`config.mk`:
```
export PLATFORM = sky130hd
export DESIGN_NAME = fx_exec_unit
export DESIGN_NICKNAME = d
export VERILOG_FILES = /design/src/rtl/fx_pkg.sv /design/src/rtl/fx_decode.sv /design/src/rtl/fx_alu.sv /design/src/rtl/fx_fstore.sv /design/src/rtl/fx_exec_unit.sv
export SDC_FILE = /design/constraint.sdc
export NUM_CORES = 2
export LEC_CHECK = 0
export BUFFER_PORTS_ARGS = -buffer_cell sky130_fd_sc_hd__buf_2
export CORE_UTILIZATION = 40
export DETAILED_ROUTE_END_ITERATION = 10
export GPL_TIMING_DRIVEN = 0
export HOLD_SLACK_MARGIN = 0.03
export PLACE_DENSITY = 0.63
export SLEW_MARGIN = 10
export SYNTH_ARGS = -nofsm -noshare
export SYNTH_HDL_FRONTEND = slang
export SYNTH_SLANG_ARGS = --single-unit
```
`constraint.sdc`:
```
create_clock -name clk -period 4.7 [get_ports clk]
set_input_delay 0.47 -clock clk [delete_from_list [all_inputs] [get_ports clk]]
set_output_delay 0.47 -clock clk [all_outputs]
set_load 0.03 [all_outputs]
```
`src/rtl/fx_pkg.sv`:
```
package fx_pkg;
   localparam int OPC_W = 6;
   localparam int JMP_W = 4;

   localparam logic [OPC_W-1:0] OPC_NOP   = 6'b000000;
   localparam logic [OPC_W-1:0] OPC_MOVWF = 6'b000001;
   localparam logic [OPC_W-1:0] OPC_SUBWF = 6'b000010;
   localparam logic [OPC_W-1:0] OPC_CLRF  = 6'b000011;
   localparam logic [OPC_W-1:0] OPC_XORWF = 6'b000110;
   localparam logic [OPC_W-1:0] OPC_ADDWF = 6'b000111;
   localparam logic [OPC_W-1:0] OPC_MOVF  = 6'b001000;
   localparam logic [OPC_W-1:0] OPC_INCF  = 6'b001010;
   localparam logic [OPC_W-1:0] OPC_ADDLW = 6'b111110;
   localparam logic [JMP_W-1:0] JMP_PREFIX = 4'b1010;

   typedef enum logic [3:0] {
      K_NOP, K_MOVWF, K_SUBWF, K_CLRF, K_XORWF,
      K_ADDWF, K_MOVF, K_INCF, K_ADDLW, K_GOTO
   } op_kind_e;

   typedef struct packed {
      op_kind_e kind;
      logic     rd_file;
      logic     wr_file;
      logic     wr_w;
   } ctl_t;
endpackage

```
`src/rtl/fx_decode.sv`:
```
module fx_decode
   import fx_pkg::*;
#(
   parameter int INSTR_W = 14,
   parameter int ADDR_W  = 7,
   parameter int DATA_W  = 8,
   parameter int PC_W    = 10
) (
   input  logic [INSTR_W-1:0] instr,
   output ctl_t               ctl,
   output logic [ADDR_W-1:0]  faddr,
   output logic [DATA_W-1:0]  lit,
   output logic [PC_W-1:0]    target
);
   logic [OPC_W-1:0] opc;
   logic             dbit;
   logic             is_jump;

   assign opc     = instr[INSTR_W-1 -: OPC_W];
   assign dbit    = instr[ADDR_W];
   assign faddr   = instr[ADDR_W-1:0];
   assign lit     = instr[DATA_W-1:0];
   assign target  = instr[PC_W-1:0];
   assign is_jump = (instr[INSTR_W-1 -: JMP_W] == JMP_PREFIX);

   always_comb begin
      ctl = '{kind: K_NOP, rd_file: 1'b0, wr_file: 1'b0, wr_w: 1'b0};
      if (is_jump) begin
         ctl.kind = K_GOTO;
      end else begin
         unique case (opc)
            OPC_MOVWF: begin ctl.kind = K_MOVWF; ctl.wr_file = 1'b1; end
            OPC_CLRF:  begin ctl.kind = K_CLRF;  ctl.wr_file = 1'b1; end
            OPC_ADDLW: begin ctl.kind = K_ADDLW; ctl.wr_w    = 1'b1; end
            OPC_SUBWF: ctl.kind = K_SUBWF;
            OPC_XORWF: ctl.kind = K_XORWF;
            OPC_ADDWF: ctl.kind = K_ADDWF;
            OPC_MOVF:  ctl.kind = K_MOVF;
            OPC_INCF:  ctl.kind = K_INCF;
            default:   ctl.kind = K_NOP;
         endcase
         if (ctl.kind inside {K_SUBWF, K_XORWF, K_ADDWF, K_MOVF, K_INCF}) begin
            ctl.rd_file = 1'b1;
            ctl.wr_file = dbit;
            ctl.wr_w    = ~dbit;
         end
      end
   end
endmodule

```
`src/rtl/fx_alu.sv`:
```
module fx_alu
   import fx_pkg::*;
#(
   parameter int DATA_W    = 8,
   parameter int SUB_STYLE = 0
) (
   input  op_kind_e          kind,
   input  logic [DATA_W-1:0] w,
   input  logic [DATA_W-1:0] f,
   input  logic [DATA_W-1:0] lit,
   output logic [DATA_W-1:0] y
);
   localparam logic [DATA_W-1:0] ONE = DATA_W'(1);
   logic [DATA_W-1:0] diff;

   generate
      if (SUB_STYLE == 0) begin : g_sub_direct
         assign diff = f - w;
      end else begin : g_sub_complement
         assign diff = f + ~w + ONE;
      end
   endgenerate

   always_comb begin
      unique case (kind)
         K_MOVWF: y = w;
         K_SUBWF: y = diff;
         K_CLRF:  y = '0;
         K_XORWF: y = w ^ f;
         K_ADDWF: y = w + f;
         K_MOVF:  y = f;
         K_INCF:  y = f + ONE;
         K_ADDLW: y = w + lit;
         default: y = w;
      endcase
   end
endmodule

```
`src/rtl/fx_fstore.sv`:
```
module fx_fstore #(
   parameter int ADDR_W = 7,
   parameter int DATA_W = 8
) (
   input  logic              clk,
   input  logic              rst_n,
   input  logic              we,
   input  logic [ADDR_W-1:0] addr,
   input  logic [DATA_W-1:0] wdata,
   output logic [DATA_W-1:0] rdata
);
   localparam int DEPTH = 1 << ADDR_W;
   logic [DATA_W-1:0] cells [DEPTH];

   assign rdata = cells[addr];

   always_ff @(posedge clk or negedge rst_n) begin
      if (!rst_n) begin
         for (int i = 0; i < DEPTH; i++) cells[i] <= '0;
      end else if (we) begin
         cells[addr] <= wdata;
      end
   end
endmodule

```
`src/rtl/fx_exec_unit.sv`:
```
module fx_exec_unit
   import fx_pkg::*;
#(
   parameter int INSTR_W   = 14,
   parameter int ADDR_W    = 7,
   parameter int DATA_W    = 8,
   parameter int PC_W      = 10,
   parameter int SUB_STYLE = 0
) (
   input  logic               clk,
   input  logic               rst_n,
   input  logic               instr_valid,
   input  logic [INSTR_W-1:0] instr,
   output logic [DATA_W-1:0]  w_q,
   output logic [ADDR_W-1:0]  far_q,
   output logic [DATA_W-1:0]  fdr_q,
   output logic               fwrite_q,
   output logic               jump_req,
   output logic [PC_W-1:0]    jump_target
);
   localparam int FIELD_W = OPC_W + 1 + ADDR_W;

   if (INSTR_W != FIELD_W) begin : g_bad_width
      $error("instruction width must equal opcode + destination + address");
   end
   if (DATA_W != ADDR_W + 1) begin : g_bad_lit
      $error("literal must span destination bit and address field");
   end
   if (PC_W > INSTR_W - JMP_W) begin : g_bad_pc
      $error("jump target overlaps the jump prefix");
   end

   ctl_t              ctl;
   logic [ADDR_W-1:0] faddr;
   logic [DATA_W-1:0] lit;
   logic [PC_W-1:0]   target;
   logic [DATA_W-1:0] rdata;
   logic [DATA_W-1:0] y;
   logic              do_wr;
   logic              do_acc;

   fx_decode #(
      .INSTR_W(INSTR_W), .ADDR_W(ADDR_W), .DATA_W(DATA_W), .PC_W(PC_W)
   ) u_dec (
      .instr(instr), .ctl(ctl), .faddr(faddr), .lit(lit), .target(target)
   );

   fx_alu #(.DATA_W(DATA_W), .SUB_STYLE(SUB_STYLE)) u_alu (
      .kind(ctl.kind), .w(w_q), .f(rdata), .lit(lit), .y(y)
   );

   assign do_wr  = instr_valid & ctl.wr_file;
   assign do_acc = instr_valid & (ctl.rd_file | ctl.wr_file);

   fx_fstore #(.ADDR_W(ADDR_W), .DATA_W(DATA_W)) u_store (
      .clk(clk), .rst_n(rst_n), .we(do_wr), .addr(faddr),
      .wdata(y), .rdata(rdata)
   );

   always_ff @(posedge clk or negedge rst_n) begin
      if (!rst_n) begin
         w_q         <= '0;
         far_q       <= '0;
         fdr_q       <= '0;
         fwrite_q    <= 1'b0;
         jump_req    <= 1'b0;
         jump_target <= '0;
      end else begin
         fwrite_q <= do_wr;
         jump_req <= instr_valid & (ctl.kind == K_GOTO);
         if (instr_valid && ctl.kind == K_GOTO) jump_target <= target;
         if (instr_valid && ctl.wr_w) w_q <= y;
         if (do_acc) begin
            far_q <= faddr;
            fdr_q <= ctl.wr_file ? y : rdata;
         end
      end
   end
endmodule

```
### Yosys cells after proc, flatten, opt, wreduce, memory -nomap -nowiden

Index checks and enable logic that the tools add are counted.

* flip-flop bits (word level): 1059
* output and inout bits: 35
* logic and storage cells: 189
* input port bits: 17

* bitwise logic cells: 7
* $lt $le $gt $ge: 2
* reductions and logical operators: 5
* add/subtract/negate cells: 4
* muxes and demuxes: 15
* equality and inequality tests: 22

Operators with widths (number)
* 1024-bit bitwise mux: 1
* 8-bit binary-select mux with 7-bit select: 1
* 8-bit demux with 7-bit select: 1
* 8-bit case mux with 7 select lines: 1
* 4-bit by 3-bit == test with 1-bit output (second input constant): 8
* 8-bit two-way mux: 4
* 4-bit case mux with 8 select lines: 1
* 8-bit adder: 2
* 4-bit by 2-bit == test with 1-bit output (second input constant): 3
* 4-bit == test (second input constant): 3
* 6-bit by 2-bit == test with 1-bit output (second input constant): 2
* 6-bit by 3-bit == test with 1-bit output (second input constant): 2
* 6-bit by 4-bit == test with 1-bit output (second input constant): 2
* 8-bit by 1-bit adder with 8-bit output (second input constant): 1
* 8-bit >= comparator (second input constant): 1
* 8-bit by 1-bit less-than comparator with 1-bit output (second input constant): 1
* 4-bit two-way mux: 2
* 7-bit inverter with 8-bit output: 1
* 8-bit subtractor: 1
* 8-bit bitwise XOR: 1
* 6-bit by 1-bit == test with 1-bit output (second input constant): 1
* 6-bit == test (second input constant): 1
* 3-bit two-way mux: 2
* 5-bit nonzero test: 1
* other kinds (6): 11

### Logic depth before layout (Yosys ltp)

* depth in word-level cells: 9
* depth in mapped cells: 28

### Hierarchy

A second synthesis with hierarchy kept.

* cells, all modules: 3929
* area total of the unflattened synthesis: 50681.1 sq um

Modules (own cells, without submodules)
* fx_fstore: cells an instance 3622, instances 1, area an instance 47660.7 sq um
* fx_exec_unit: cells an instance 94, instances 1, area an instance 1416.4 sq um
* fx_alu: cells an instance 160, instances 1, area an instance 1226.2 sq um
* fx_decode: cells an instance 53, instances 1, area an instance 377.9 sq um

### Worst setup path before layout

OpenSTA, ideal clock, no wires.

* path type: input to register
* start: input port instr[1]
* end: register u_store.cells[158] (netlist bit)
* data required time: 4.567 ns
* path slack: -0.492 ns
* arrival time: 5.059 ns
* stages: 23
* path buffers: 5
* setup time: 0.133 ns
* cell sequence: buf_2 buf_2 buf_6 mux2_2 a221oi_1 o221ai_1 a21boi_0 mux4_2 a2111o_1 nor2_1 a21oi_1 ha_1 nor2b_1 o21ai_0 a21boi_0 o21a_1 or3_1 a31oi_1 nand2_1 a311oi_2 buf_2 buf_2 a21oi_1

* longest elaborated chain between the ends: 7
* elaborated cells between the ends (all ways): 16

Ends and longest elaborated chain
* start, declared: RTL line fx_exec_unit.sv:13 `input logic [INSTR_W-1:0] instr,`
* 7-bit inverter with 8-bit output (not written as such): RTL line fx_fstore.sv:15, fx_fstore.sv:21
* 8-bit binary-select mux with 7-bit select: RTL line fx_fstore.sv:15 `assign rdata = cells[addr];`
* 8-bit two-way mux (not written as such) (2 in a row): RTL line fx_fstore.sv:15
* 8-bit by 1-bit adder with 8-bit output, or another cell as far along: RTL line fx_alu.sv:32 `K_INCF: y = f + ONE;`
* 8-bit case mux with 7 select lines: RTL line fx_alu.sv:25 `unique case (kind)`
* 1024-bit bitwise mux (*): RTL line fx_fstore.sv:21 `cells[addr] <= wdata;`
* end signal, assigned by index: RTL line fx_fstore.sv:21
* end, declared: RTL line fx_fstore.sv:13 `logic [DATA_W-1:0] cells [DEPTH];`

Mark *: on every way between the ends. The rest lies on a longest branch, timed or not. The select of a mux whose other input is x is not followed.
A chain may end at the register's enable or synchronous reset.

### Worst setup path after layout

* start: input port instr[0]
* end: register u_store.cells[462] (netlist bit)

Same word-level chain as after synthesis.

==> flow_summary.ini <==
[global_routing]
first_global_vias = 41100
grt_first_pass_wirelength_um = 327000
overflow = 0
grt_antenna_before_repair = 26
grt_max_degree = 152
track_usage_pct = 38.7

[cells_and_area]
layout_common_cells = nor2_1 (1088), dfrtp_1 (1059), a21oi_1 (744), mux2_2 (205), clkbuf_1 (191)
nets = 5039
final_cell_count_no_fill = 6740
final_common_cell = nor2_1
drive_above_1_share_pct = 21.1
stdcell_area_mm2 = 0.0590
area_growth_syn_to_layout_pct = 22.9

[yosys]
netlist_area_mm2 = 0.0480
synth_warnings = 0
synthArstFlopShare_pct = 100
yosysSeqAreaShare_pct = 55.2
ys_seq_elements = 1059
ys.flop_type = dfrtp_1
synth_edf_count = 0
syn_nets = 4752
synthCells = 4717
synth_cell_types = 81
syn_area_per_cell_um2 = 10.2

[sta]
timing.slew.headroom_pct = 2.58
setup_viol = 1008
tightestPinTransition_ns = 1.46
rsz0062_at_grt = true
max_freq_mhz = 165
period_share_pct = 129
finalHoldViolCount = 0
worst_slack_ns = -1.35
fin_skew_ns = 0.0563
maxSlewViolCount = 0
finalCriticalPeriod_ns = 6.05
tns_ns = -894.24

[flow_run]
drv_cap = 0

[power_and_ir_drop]
p_leak_uw = 0.0267
cellPowerDensity_mw_per_mm2 = 419
p_total_uw = 24700
peakVddDrop_mv = 0.318

[critical_path]
crit_arrival_ns = 6.66
reg2reg_from = u_store.cells[370]$_DFFE_PN0P_
startpoint = instr[0]
start_kind = primary input
r2r_setup_slack_ns = -1.04
worstPathRequired_ns = 5.31
crit_type = in -> reg
cp-end-kind = register
worst-path-max-fanout = 11
rr_worst_depth = 20

[routing]
viasPerCell = 6.68
wl_um = 241000
drc = 0
wl_per_cell_um = 35.8
vias = 45000
drtIter0Drc = 8010
ant_nets = 0
first_pass_iters = 9

[clock_tree]
cts_tree = yes
htreeDepth = 3
numCtsBuffers = 113
clk_pin_slew_worst_paths_ns = 0.06
cts-root-buf = clkbuf_16
cts.sinks = 1059
clk_latency_ns = 0.77
clock_path_buffers = 3

[floorplanning]
rows = 126
fp.dieW_um = 348
fp.dieH_um = 348
io_pins = 52
core_mm2 = 0.119
start_util_pct = 40.5
die_area_mm2 = 0.121

[placement]
dpl.cell_count = 6380
hpwl_um = 155000
pre_cts_slack_ns = -4.42
gp_congestion = 1.07
portBuffers = 46
dpl_cell_area_mm2 = 0.0512

[run_status]
outcome = finished, violations left
violations = setup timing

[hold_path]
worstHoldPathCells = 2
hold_start = instr[8]
min_path_type = in -> reg
## metrics by stage
step,hold WS [ns],utilization [%]
finish,0.0777,49.8
global route,0.104,49.7
CTS,0.0689,48.5
detailed placement,0.422,43.2
global placement,0.459,42.8
floorplan,0.174,-
## registers in the layout, indices dropped and copies added, names as in the netlist
| signal | count |
|---|---|
| far_q | 7 |
| w_q | 8 |
| jump_req | 1 |
| fdr_q | 8 |
| jump_target | 10 |
| u_store.cells | 1024 |
| fwrite_q | 1 |
## final timing paths
path | endpoint
max | u_store.cells[462]$_DFFE_PN0P_
min | jump_target[8]$_DFFE_PN0P_
max reg2reg | u_store.cells[462]$_DFFE_PN0P_
min reg2reg | far_q[5]$_DFFE_PN0P_
max in group asynchronous | u_store.cells[882]$_DFFE_PN0P_
min in group asynchronous | u_store.cells[190]$_DFFE_PN0P_
## cells in the mapped netlist, drive strengths merged (10+ instances only)
master / number / area, µm²
ha: 16 / 200
xnor2: 12 / 105
nor2b: 13 / 81.3
a41o: 10 / 100
nor3b: 12 / 105
o22ai: 16 / 100
nor2: 1093 / 4100
a22oi: 181 / 1360
a31oi: 142 / 888
a211oi: 13 / 113
dfrtp: 1059 / 26500
and3b: 10 / 87.6
a221o: 25 / 250
mux2i: 98 / 981
a221oi: 101 / 891
buf: 196 / 1270
o2bb2ai: 10 / 87.6
nand2: 98 / 368
a222oi: 15 / 150
clkbuf: 234 / 878
mux2: 212 / 2390
a22o: 16 / 140
o21ai: 53 / 269
and2: 10 / 62.6
mux4: 37 / 833
o211ai: 17 / 128
a21oi: 844 / 4230
inv: 19 / 71.3
## timing repair
item	CTS	global route
cloned	10	14
hold buffers	2	0
buffers inserted	64	31
endpoints found under the hold margin	65	0
pin swaps	28	30
resized for setup	421	249
setup endpoints to repair	1040	1029
## worst max-delay path: stages
cell	delay (ns)
buf_12	0.11
buf_12	0.14
buf_12	0.18
and2_2	0.39
clkbuf_8	0.32
a221o_1	0.40
a222oi_1	1.14
o22ai_1	0.21
a2111o_2	0.58
nor2_2	0.11
a21oi_1	0.05
ha_1	0.35
nor2b_1	0.14
o21ai_1	0.18
a21boi_1	0.11
o21a_1	0.20
or3_4	0.34
a31oi_4	0.20
nand2_2	0.09
a311oi_4	0.25
buf_12	0.16
buf_16	0.19
clkbuf_16	0.21
a21oi_2	0.05
## cell families (layout without fill, tap and decap cells)
kind of cell,count (synthesis),count (layout),synth area share (%)
compound gates,1514,1514,19.5
simple gates,1310,1310,11.1
flops,1059,1059,55.2
buf+inv,453,836,4.66
mux,347,347,8.76
fa+ha+maj,18,18,0.501
xor+xnor,16,16,0.292
other cells,0,40,0
## power breakdown
| part | total [µW] | switching (µW) | internal (µW) |
|---|---|---|---|
| Combinational | 5700 | 3820 | 1890 |
| Sequential | 9560 | 184 | 9370 |
| Clock | 9430 | 4060 | 5370 |
## layer usage
metal	part of all wire, %	track usage [%]	up-vias	wire length, µm
li1	-	-	17500	-
met2	39	52.3	4012	94800
met5	0.13	0.560	-	310
met4	9.1	26.8	12	22000
met3	16	20.2	1179	39200
met1	35	47.3	22300	85000
## cell type report
| class | instances | area, µm² |
|---|---|---|
| diodes | 40 | 100 |
| plain buffers | 423 | 3940 |
| clock buffers | 176 | 3360 |
| clock inverters | 35 | 482 |
| fillers | 10800 | 59600 |
| inverters | 23 | 101 |
| multi-input cells | 3205 | 20300 |
| flip-flops and latches | 1059 | 26500 |
| well taps | 1600 | 2000 |
| repair buffers | 179 | 2160 |
(Power assumes the default switching activity.)
